**src/rtl/alu_slice_pkg.sv**
```systemverilog
package alu_slice_pkg;

    localparam int SLICE_BITS = 4;

    typedef enum logic [2:0] {
        OP_CLEAR   = 3'b000,
        OP_B_SUB_A = 3'b001,
        OP_A_SUB_B = 3'b010,
        OP_ADD     = 3'b011,
        OP_XOR     = 3'b100,
        OP_OR      = 3'b101,
        OP_AND     = 3'b110,
        OP_PRESET  = 3'b111
    } alu_op_e;

    function automatic logic op_is_arith(input alu_op_e op);
        return (op == OP_B_SUB_A) || (op == OP_A_SUB_B) || (op == OP_ADD);
    endfunction

endpackage

```
**src/rtl/alu_slice.sv**
```systemverilog
module alu_slice
    import alu_slice_pkg::*;
#(
    parameter int BITS = SLICE_BITS
) (
    input  logic [BITS-1:0] a_i,
    input  logic [BITS-1:0] b_i,
    input  alu_op_e         op_i,
    input  logic            cin_i,
    output logic [BITS-1:0] f_o,
    output logic            cout_o,
    output logic            ovr_o
);

    localparam int TOP = BITS - 1;

    typedef struct packed {
        logic [BITS-1:0] f;
        logic            co;
        logic            ovr;
    } slice_res_t;

    slice_res_t      res_d;
    logic [BITS-1:0] opx_d;
    logic [BITS-1:0] opy_d;
    logic [BITS:0]   carry_d;

    // operand steering for the shared ripple adder
    always_comb begin
        unique case (op_i)
            OP_B_SUB_A: begin opx_d = ~a_i; opy_d = b_i;  end
            OP_A_SUB_B: begin opx_d = a_i;  opy_d = ~b_i; end
            default:    begin opx_d = a_i;  opy_d = b_i;  end
        endcase
    end

    // bit-serial ripple carry chain
    always_comb begin
        carry_d[0] = cin_i;
        for (int i = 0; i < BITS; i++) begin
            carry_d[i+1] = (opx_d[i] & opy_d[i]) | (carry_d[i] & (opx_d[i] ^ opy_d[i]));
        end
    end

    always_comb begin
        res_d = '0;
        unique case (op_i)
            OP_CLEAR:  res_d.f = '0;
            OP_PRESET: res_d.f = '1;
            OP_XOR:    res_d.f = a_i ^ b_i;
            OP_OR:     res_d.f = a_i | b_i;
            OP_AND:    res_d.f = a_i & b_i;
            default: begin
                res_d.f   = opx_d ^ opy_d ^ carry_d[BITS-1:0];
                res_d.co  = carry_d[BITS];
                res_d.ovr = carry_d[BITS] ^ carry_d[TOP];
            end
        endcase
    end

    assign f_o    = res_d.f;
    assign cout_o = res_d.co;
    assign ovr_o  = res_d.ovr;

    always_comb begin
        if (op_i == OP_CLEAR) begin
            assert_clear_zero_R1: assert (f_o == '0 && !cout_o && !ovr_o)
                else $error("clear code produced nonzero outputs");
        end
        if (op_i == OP_PRESET) begin
            assert_preset_ones_R2: assert (&f_o && !cout_o && !ovr_o)
                else $error("preset code produced wrong outputs");
        end
        if (!op_is_arith(op_i)) begin
            assert_logic_flags_low_R6: assert (!cout_o && !ovr_o)
                else $error("carry or overflow active outside arithmetic");
        end
        if (op_i == OP_ADD) begin
            assert_add_overflow_sign_R7: assert (ovr_o ==
                ((a_i[TOP] == b_i[TOP]) && (f_o[TOP] != a_i[TOP])))
                else $error("overflow disagrees with operand and result signs");
        end
    end

endmodule

```
**src/rtl/alu_ripple_word.sv**
```systemverilog
module alu_ripple_word
    import alu_slice_pkg::*;
#(
    parameter int SLICES = 4
) (
    input  logic [SLICES*4-1:0] a_i,
    input  logic [SLICES*4-1:0] b_i,
    input  logic [2:0]          sel_i,
    input  logic                cin_i,
    output logic [SLICES*4-1:0] f_o,
    output logic                cout_o,
    output logic                ovr_o
);

    localparam int W = SLICES * SLICE_BITS;

    alu_op_e           op_d;
    logic [SLICES:0]   link_d;
    logic [SLICES-1:0] slice_ovr_d;

    assign op_d      = alu_op_e'(sel_i);
    assign link_d[0] = cin_i;

    for (genvar k = 0; k < SLICES; k++) begin : g_slice
        alu_slice #(.BITS(SLICE_BITS)) u_slice (
            .a_i    (a_i[k*SLICE_BITS +: SLICE_BITS]),
            .b_i    (b_i[k*SLICE_BITS +: SLICE_BITS]),
            .op_i   (op_d),
            .cin_i  (link_d[k]),
            .f_o    (f_o[k*SLICE_BITS +: SLICE_BITS]),
            .cout_o (link_d[k+1]),
            .ovr_o  (slice_ovr_d[k])
        );
    end

    assign cout_o = link_d[SLICES];
    assign ovr_o  = slice_ovr_d[SLICES-1];

    always_comb begin
        if (op_d == OP_ADD) begin
            assert_word_add_R8: assert ({cout_o, f_o} ==
                ({1'b0, a_i} + {1'b0, b_i} + {{W{1'b0}}, cin_i}))
                else $error("chained sum wrong");
        end
        if (op_d == OP_A_SUB_B) begin
            assert_word_sub_R5: assert ({cout_o, f_o} ==
                ({1'b0, a_i} + {1'b0, ~b_i} + {{W{1'b0}}, cin_i}))
                else $error("chained A minus B wrong");
        end
    end

endmodule

```
**config.mk**
```make
export PLATFORM = sky130hd
export DESIGN_NAME = alu_ripple_word
export DESIGN_NICKNAME = d
export VERILOG_FILES = /design/src/rtl/alu_slice_pkg.sv /design/src/rtl/alu_slice.sv /design/src/rtl/alu_ripple_word.sv
export SDC_FILE = /design/constraint.sdc
export NUM_CORES = 1
export LEC_CHECK = 0
export BUFFER_PORTS_ARGS = -buffer_cell sky130_fd_sc_hd__buf_4
export CAP_MARGIN = 20
export CELL_PAD_IN_SITES_DETAIL_PLACEMENT = 0
export CELL_PAD_IN_SITES_GLOBAL_PLACEMENT = 2
export CORE_UTILIZATION = 31
export DETAILED_ROUTE_END_ITERATION = 10
export GPL_TIMING_DRIVEN = 0
export PLACE_DENSITY = 0.94
export SLEW_MARGIN = 20
export SYNTH_ARGS = -nofsm -noshare
export SYNTH_HDL_FRONTEND = slang
export SYNTH_SLANG_ARGS = --single-unit
```
**constraint.sdc**
```tcl
create_clock -name vclk -period 11.7
set_input_delay 1.755 -clock vclk [all_inputs]
set_output_delay 1.755 -clock vclk [all_outputs]
set_load 0.02 [all_outputs]
```
==> results.toml, run 1 <==
[outcome]
outcome = "completed"

[placed_design]
hpwl_mm = 3.51
gp_congestion = 0.784
dpl.cell_count = 329
portBuffers = 52

[timing]
timing.fmax_mhz = 89.1
fin_tns_setup_ps = 0
rsz0062_at_grt = "false"
slew_headroom = 0.509
setup_viol = 0
final_hold_viol_count = 0
period_share = 0.960
holdWs_ps = 4030
tightest_slew_ps = 734
period_minus_slack_ps = 11230
final-max-slew-violation-count = 0

[final_layout]
seqCellArea_um2 = 0
fin_cells = 333
final_cell_mix = "buf_4, inv_1, xnor2_1"
finalNetCount = 349
layout_commonest_cell = "buf_4"
seq_cells = 0
area_growth_pct = 30.2
clock_buffers = 0
diodes = 0
drive_gt1_frac = 0.293

[die]
core_area_um2 = 5200
initial_core_util = 0.330
dieArea_um2 = 5840
dieHeight_um = 76.4
fp.dieW_um = 76.4
rows = 26
ios = 54

[detailed_routing]
viasPerCell = 4.71
initialDrtViolationCount = 92
ant_nets = 0
drc = 0
vias = 1568
drt_wl_total_mm = 4.32
dr.pass1.iters = 4
routedWlPerCell_um = 13.0

[synth]
syn_area_per_cell_um2 = 8.29
synth_cell_type_count = 28
yosys_warnings = 0
ys_seq_area_frac = 0
netlist_instances = 207
syn_nets = 291
syn-cell-area_um2 = 1720

[power_and_ir_drop]
p_comb_frac = 1.000
cellPowerDensity_nw_per_um2 = 55.7
finalPower_mw = 0.124
p_leak_nw = 1.11
ir_drop_uv = 25.5
sw_frac_of_total = 0.526
p_int_mw = 0.0590
p_seq_frac = 0
p_clk_frac = 0
power_switching_mw = 0.0655

[critical_path]
worst_ep_arrival_time_ps = 9470
path_max_fanout = 10
path_common_cell = "fa_1"
required_ps = 9950
cp_slowest_cell = "fa_1"
crit_type = "in2out"
critPathCaptureType = "output port"
cp-start-kind = "input port"
crit_path_max_incr_delay_ps = 500

[grt]
grt_pass1_wl_mm = 7.63
grt_pass1_vias = 1693
grt_max_degree = 11
overflow = 0
antenna_found_initial = 0
grtUsageTotal = 0.157

[run]
cap_violations = 0

[worst_hold_path]
hold_path_class = "in2out"

[clock_tree]
ctsHoldBuffers = 0
[per-stage QoR]
stage	utilization	setup WS, ps	area (um2)
2_1_floorplan	-	602	1720
3_3_place_gp	0.422	58.5	2190
3_5_place_dp	0.422	40.4	2190
4_1_cts	0.422	14.0	2190
5_1_grt	0.429	3.91	2230
6_report	0.429	471	2230
[path summary, 6_finish.rpt]
check                start  cells after the start      end
hold / removal      b_i[7]                      5   f_o[7]
setup / recovery  sel_i[0]                     32  f_o[15]
[cell usage after synthesis (2+ instances only)]
library cell / instances / area (um2)
a21o_1: 4 / 30.0
nor3_1: 5 / 25.0
xnor2_1: 33 / 289
buf_2: 6 / 30.0
o22ai_1: 10 / 62.6
nor2_1: 8 / 30.0
clkbuf_1: 2 / 7.51
o21bai_1: 2 / 15.0
ha_1: 32 / 400
fa_1: 16 / 320
buf_4: 2 / 15.0
o221a_2: 6 / 67.6
a31oi_1: 6 / 37.5
buf_6: 2 / 22.5
a21oi_1: 9 / 45.0
nand2_1: 3 / 11.3
a221oi_1: 9 / 78.8
inv_1: 42 / 158
[cell type report]
class	count	area [um2]
Tap cell	70	87.6
Timing Repair Buffer	56	420
Fill cell	570	2970
Multi-Input combinational cell	151	1490
Buffer	13	78.8
Inverter	43	161
[metal layers]
layer / part of all wire / global-route usage / vias up / routed length [um]
li1: - / - / 796 / -
met1: 0.48 / 0.219 / 731 / 2080
met5: 0 / 0 / - / 0
met3: 0.034 / 0.00599 / 2 / 147
met4: 0.0049 / 0.0135 / 0 / 21
met2: 0.48 / 0.276 / 39 / 2070
[kinds of logic after synthesis]
logic type | Yosys count | synth area share
compound gates | 48 | 0.203
xor+xnor | 33 | 0.168
fa+ha+maj | 48 | 0.420
buf+inv | 56 | 0.140
simple gates | 22 | 0.0685
[power groups by stage]
stage | clock network (mW) | logic [mW] | registers, mW
6_report | 0 | 0.124 | 0
5_1_grt | 0 | 0.141 | 0
4_1_cts | 0 | 0.125 | 0
3_5_place_dp | 0 | 0.125 | 0
3_3_place_gp | 0 | 0.122 | 0
2_1_floorplan | 0 | 0.0812 | 0
[what timing repair did]
| item | 4_1_cts | 5_1_grt |
|---|---|---|
| setup buffers | 0 | 4 |
| endpoints found under the setup margin | 0 | 3 |
| hold endpoints to repair | 0 | 0 |
| resized for setup | 0 | 2 |
[worst max-delay path, delay by kind of cell]
family                   cells  cell delay [ps]
buffers and inverters        8              830
AO/OA/AOI/OAI                2              280
XOR/XNOR                     1              160
AND/OR/NAND/NOR              5             1030
adder cells (fa/ha/maj)     16             5420
No activity file was read; power rests on OpenSTA's default activity.
==> run 2, diff against run 1 <==
--- a/config.mk
+++ b/config.mk
@@ -9,11 +9,12 @@
 export CAP_MARGIN = 20
 export CELL_PAD_IN_SITES_DETAIL_PLACEMENT = 0
 export CELL_PAD_IN_SITES_GLOBAL_PLACEMENT = 2
-export CORE_UTILIZATION = 31
+export CORE_UTILIZATION = 32
 export DETAILED_ROUTE_END_ITERATION = 10
 export GPL_TIMING_DRIVEN = 0
-export PLACE_DENSITY = 0.94
+export PLACE_DENSITY = 0.93
 export SLEW_MARGIN = 20
 export SYNTH_ARGS = -nofsm -noshare
 export SYNTH_HDL_FRONTEND = slang
+export SYNTH_HIERARCHICAL = 1
 export SYNTH_SLANG_ARGS = --single-unit
==> results.toml, run 2 <==
[timing]
period_minus_slack_ps = 10990
rsz0062_at_grt = "false"
tightest_slew_ps = 329
final-max-slew-violation-count = 0
fin_tns_setup_ps = 0
final_hold_viol_count = 0
fin_ws_ps = 708
period_share = 0.939
setup_viol = 0
slew_headroom = 0.781
timing.fmax_mhz = 91.0

[outcome]
outcome = "completed"

[final_layout]
multi_input_area_um2 = 1720
diodes = 0
seq_cells = 0
finalNetCount = 385
area_growth_pct = 25.1
layout_commonest_cell = "buf_4"
fin_cells = 374
final_cell_mix = "buf_4, inv_1, xnor2_1, ha_1, fa_1"
fin_area_um2 = 2480
seqCellArea_um2 = 0
fill_cells = 655
clock_buffers = 0
drive_gt1_frac = 0.264

[clock_tree]
ctsResizeCount = 0
ctsHoldBuffers = 0
postCtsSetupBuffers = 0

[critical_path]
critPathBufInv = 14
path_max_fanout = 17
crit_path_max_incr_delay_ps = 530
worst_ep_arrival_time_ps = 9240
critPathTopFamily = "adder cells"
path_common_cell = "fa_1"
required_ps = 9950
crit_type = "in2out"
critPathCaptureType = "output port"
cp-start-kind = "input port"
cp_slowest_cell = "fa_1"

[detailed_routing]
initialDrtViolationCount = 36
viasPerCell = 4.70
dr.pass1.iters = 4
vias = 1757
ant_nets = 0
routedWlPerCell_um = 11.3
drt_wl_total_mm = 4.22
drc = 0

[grt]
grtUsageTotal = 0.132
grt_pass1_wl_mm = 7.09
overflow = 0
antenna_found_initial = 0
grt_max_degree = 18
grt_pass1_vias = 1625

[power_and_ir_drop]
p_leak_nw = 1.20
ir_drop_uv = 23.0
cellPowerDensity_nw_per_um2 = 51.4

[die]
dieHeight_um = 80.8
dieArea_um2 = 6520
rows = 28
initial_core_util = 0.333
fp.dieW_um = 80.8
core_area_um2 = 5960
ios = 54

[synth]
netlist_instances = 245
yosys_warnings = 6
syn_nets = 329
syn_area_per_cell_um2 = 8.10
syn-cell-area_um2 = 1990

[placed_design]
gp_congestion = 0.734
post-place-ws_ps = 653
hpwl_mm = 3.53
dpl.cell_count = 374
post_dp_cell_area_um2 = 2480
portBuffers = 54

[worst_hold_path]
hold_path_class = "in2out"

[run]
cap_violations = 0
## run 2: area by class of cell
cell class	instances	share of cell area
plain buffers	11	0.0347
inverters	49	0.0740
multi-input cells	185	0.690
well taps	75	0.0378
repair buffers	54	0.163
## run 2: final timing paths
check	from	slack (ps)	depth (start not counted)	endpoint
max	sel_i[0]	710	37	f_o[15]
min	b_i[0]	4030	5	f_o[0]
## run 2: power breakdown
group / internal, mW / switching, mW / total [mW]
clock: 0 / 0 / 0
sequential: 0 / 0 / 0
combinational: 0.0607 / 0.0669 / 0.128
## run 2: routing by layer
metal  share of wire  global-route usage  wire [um]
met1            0.50               0.185       2130
met2            0.45               0.236       1910
met3           0.042             0.00337        178
met5               0                   0          0
met4               0             0.00179          0
## run 2: metrics by stage
step	utilization	hold slack, ps	total power, mW
detailed placement	0.417	4030	0.129
global route	0.417	4050	0.144
CTS	0.417	4030	0.130
floorplan	-	3760	0.0852
global placement	0.417	4030	0.128
finish	0.417	4030	0.128
==> run 3, diff against run 2 <==
--- a/config.mk
+++ b/config.mk
@@ -13,6 +13,7 @@
 export DETAILED_ROUTE_END_ITERATION = 10
 export GPL_TIMING_DRIVEN = 0
 export PLACE_DENSITY = 0.93
+export RECOVER_POWER = 50
 export SLEW_MARGIN = 20
 export SYNTH_ARGS = -nofsm -noshare
 export SYNTH_HDL_FRONTEND = slang
==> results.toml, run 3 (synthesized netlist as in run 2, its figures left out) <==
[final_layout]
diodes = 0
clock_buffers = 0
area_growth_pct = 23.8
finalNetCount = 385
seq_cells = 0
final_cell_mix = "buf_4, inv_1, xnor2_1, ha_1, fa_1"
drive_gt1_frac = 0.241
seqCellArea_um2 = 0
layout_commonest_cell = "buf_4"

[timing]
rsz0062_at_grt = "false"
period_share = 0.940
final_hold_viol_count = 0
setup_viol = 0
tightest_slew_ps = 329
period_minus_slack_ps = 10990
fin_tns_setup_ps = 0
holdWs_ps = 4030
timing.fmax_mhz = 91.0
slew_headroom = 0.781
final-max-slew-violation-count = 0

[critical_path]
critPathTopFamily = "adder cells"
critPathBufInv = 14
worst_ep_arrival_time_ps = 9240
path_max_fanout = 17
crit_type = "in2out"
crit_path_max_incr_delay_ps = 530
cp_slowest_cell = "fa_1"
required_ps = 9950
cp-start-kind = "input port"
critPathCaptureType = "output port"
path_common_cell = "fa_1"

[detailed_routing]
ant_nets = 0
drc = 0
wl_met3_um = 165
viasPerCell = 4.67
initialDrtViolationCount = 35
top_layer_used = "met3"
drt_wl_total_mm = 4.25
routedWlPerCell_um = 11.4
vias = 1748
wl_met1_mm = 2.16
dr.pass1.iters = 4
wl_met2_mm = 1.92

[power_and_ir_drop]
finalPower_mw = 0.124
ir_drop_uv = 21.1
cellPowerDensity_nw_per_um2 = 50.4
p_leak_nw = 1.17

[die]
dieHeight_um = 80.8
initial_core_util = 0.333
fp.dieW_um = 80.8
ios = 54
dieArea_um2 = 6520
core_area_um2 = 5960
rows = 28

[clock_tree]
ctsHoldBuffers = 0
postCtsSetupBuffers = 0
ctsResizeCount = 0

[placed_design]
hpwl_mm = 3.53
gp_congestion = 0.734
portBuffers = 54

[grt]
grt_max_degree = 18
grtUsageTotal = 0.132
grt_pass1_wl_mm = 7.09
overflow = 0
antenna_found_initial = 0
grt_pass1_vias = 1625

[worst_hold_path]
hold_path_class = "in2out"

[outcome]
outcome = "completed"

[run]
cap_violations = 0
run 3: layer usage:
| layer | GRT usage | vias up |
|---|---|---|
| met2 | 0.236 | 38 |
| met5 | 0 | - |
| met4 | 0.00179 | 0 |
| li1 | - | 911 |
| met3 | 0.00337 | 0 |
| met1 | 0.185 | 799 |
run 3: tightest hold or removal path, cell delays in order:
cell      delay, ps
buf_4           120
inv_1            50
ha_1            130
a222oi_1         60
buf_4           160
run 3: final timing paths:
check,startpoint,end,depth (start not counted)
worst min-delay path,b_i[0],f_o[0],5
worst max-delay path,sel_i[0],f_o[15],37
run 3: cell type report:
cell class         instances  area [um2]
plain buffers             11        86.3
inverters                 49         184
fillers                  654        3500
repair buffers            54         379
multi-input cells        185        1720
well taps                 75        93.8
run 3: power by group:
group          internal (mW)  switching [mW]
logic                 0.0571          0.0668
clock network              0               0
registers                  0               0
run 3: stage by stage:
stage          area, um2  utilization  setup WS [ps]  std cells
2_1_floorplan       1990            -           1400        245
3_3_place_gp        2480        0.417            627        374
3_5_place_dp        2480        0.417            653        374
4_1_cts             2480        0.417            625        374
5_1_grt             2460        0.413            188        374
6_report            2460        0.413            708        374
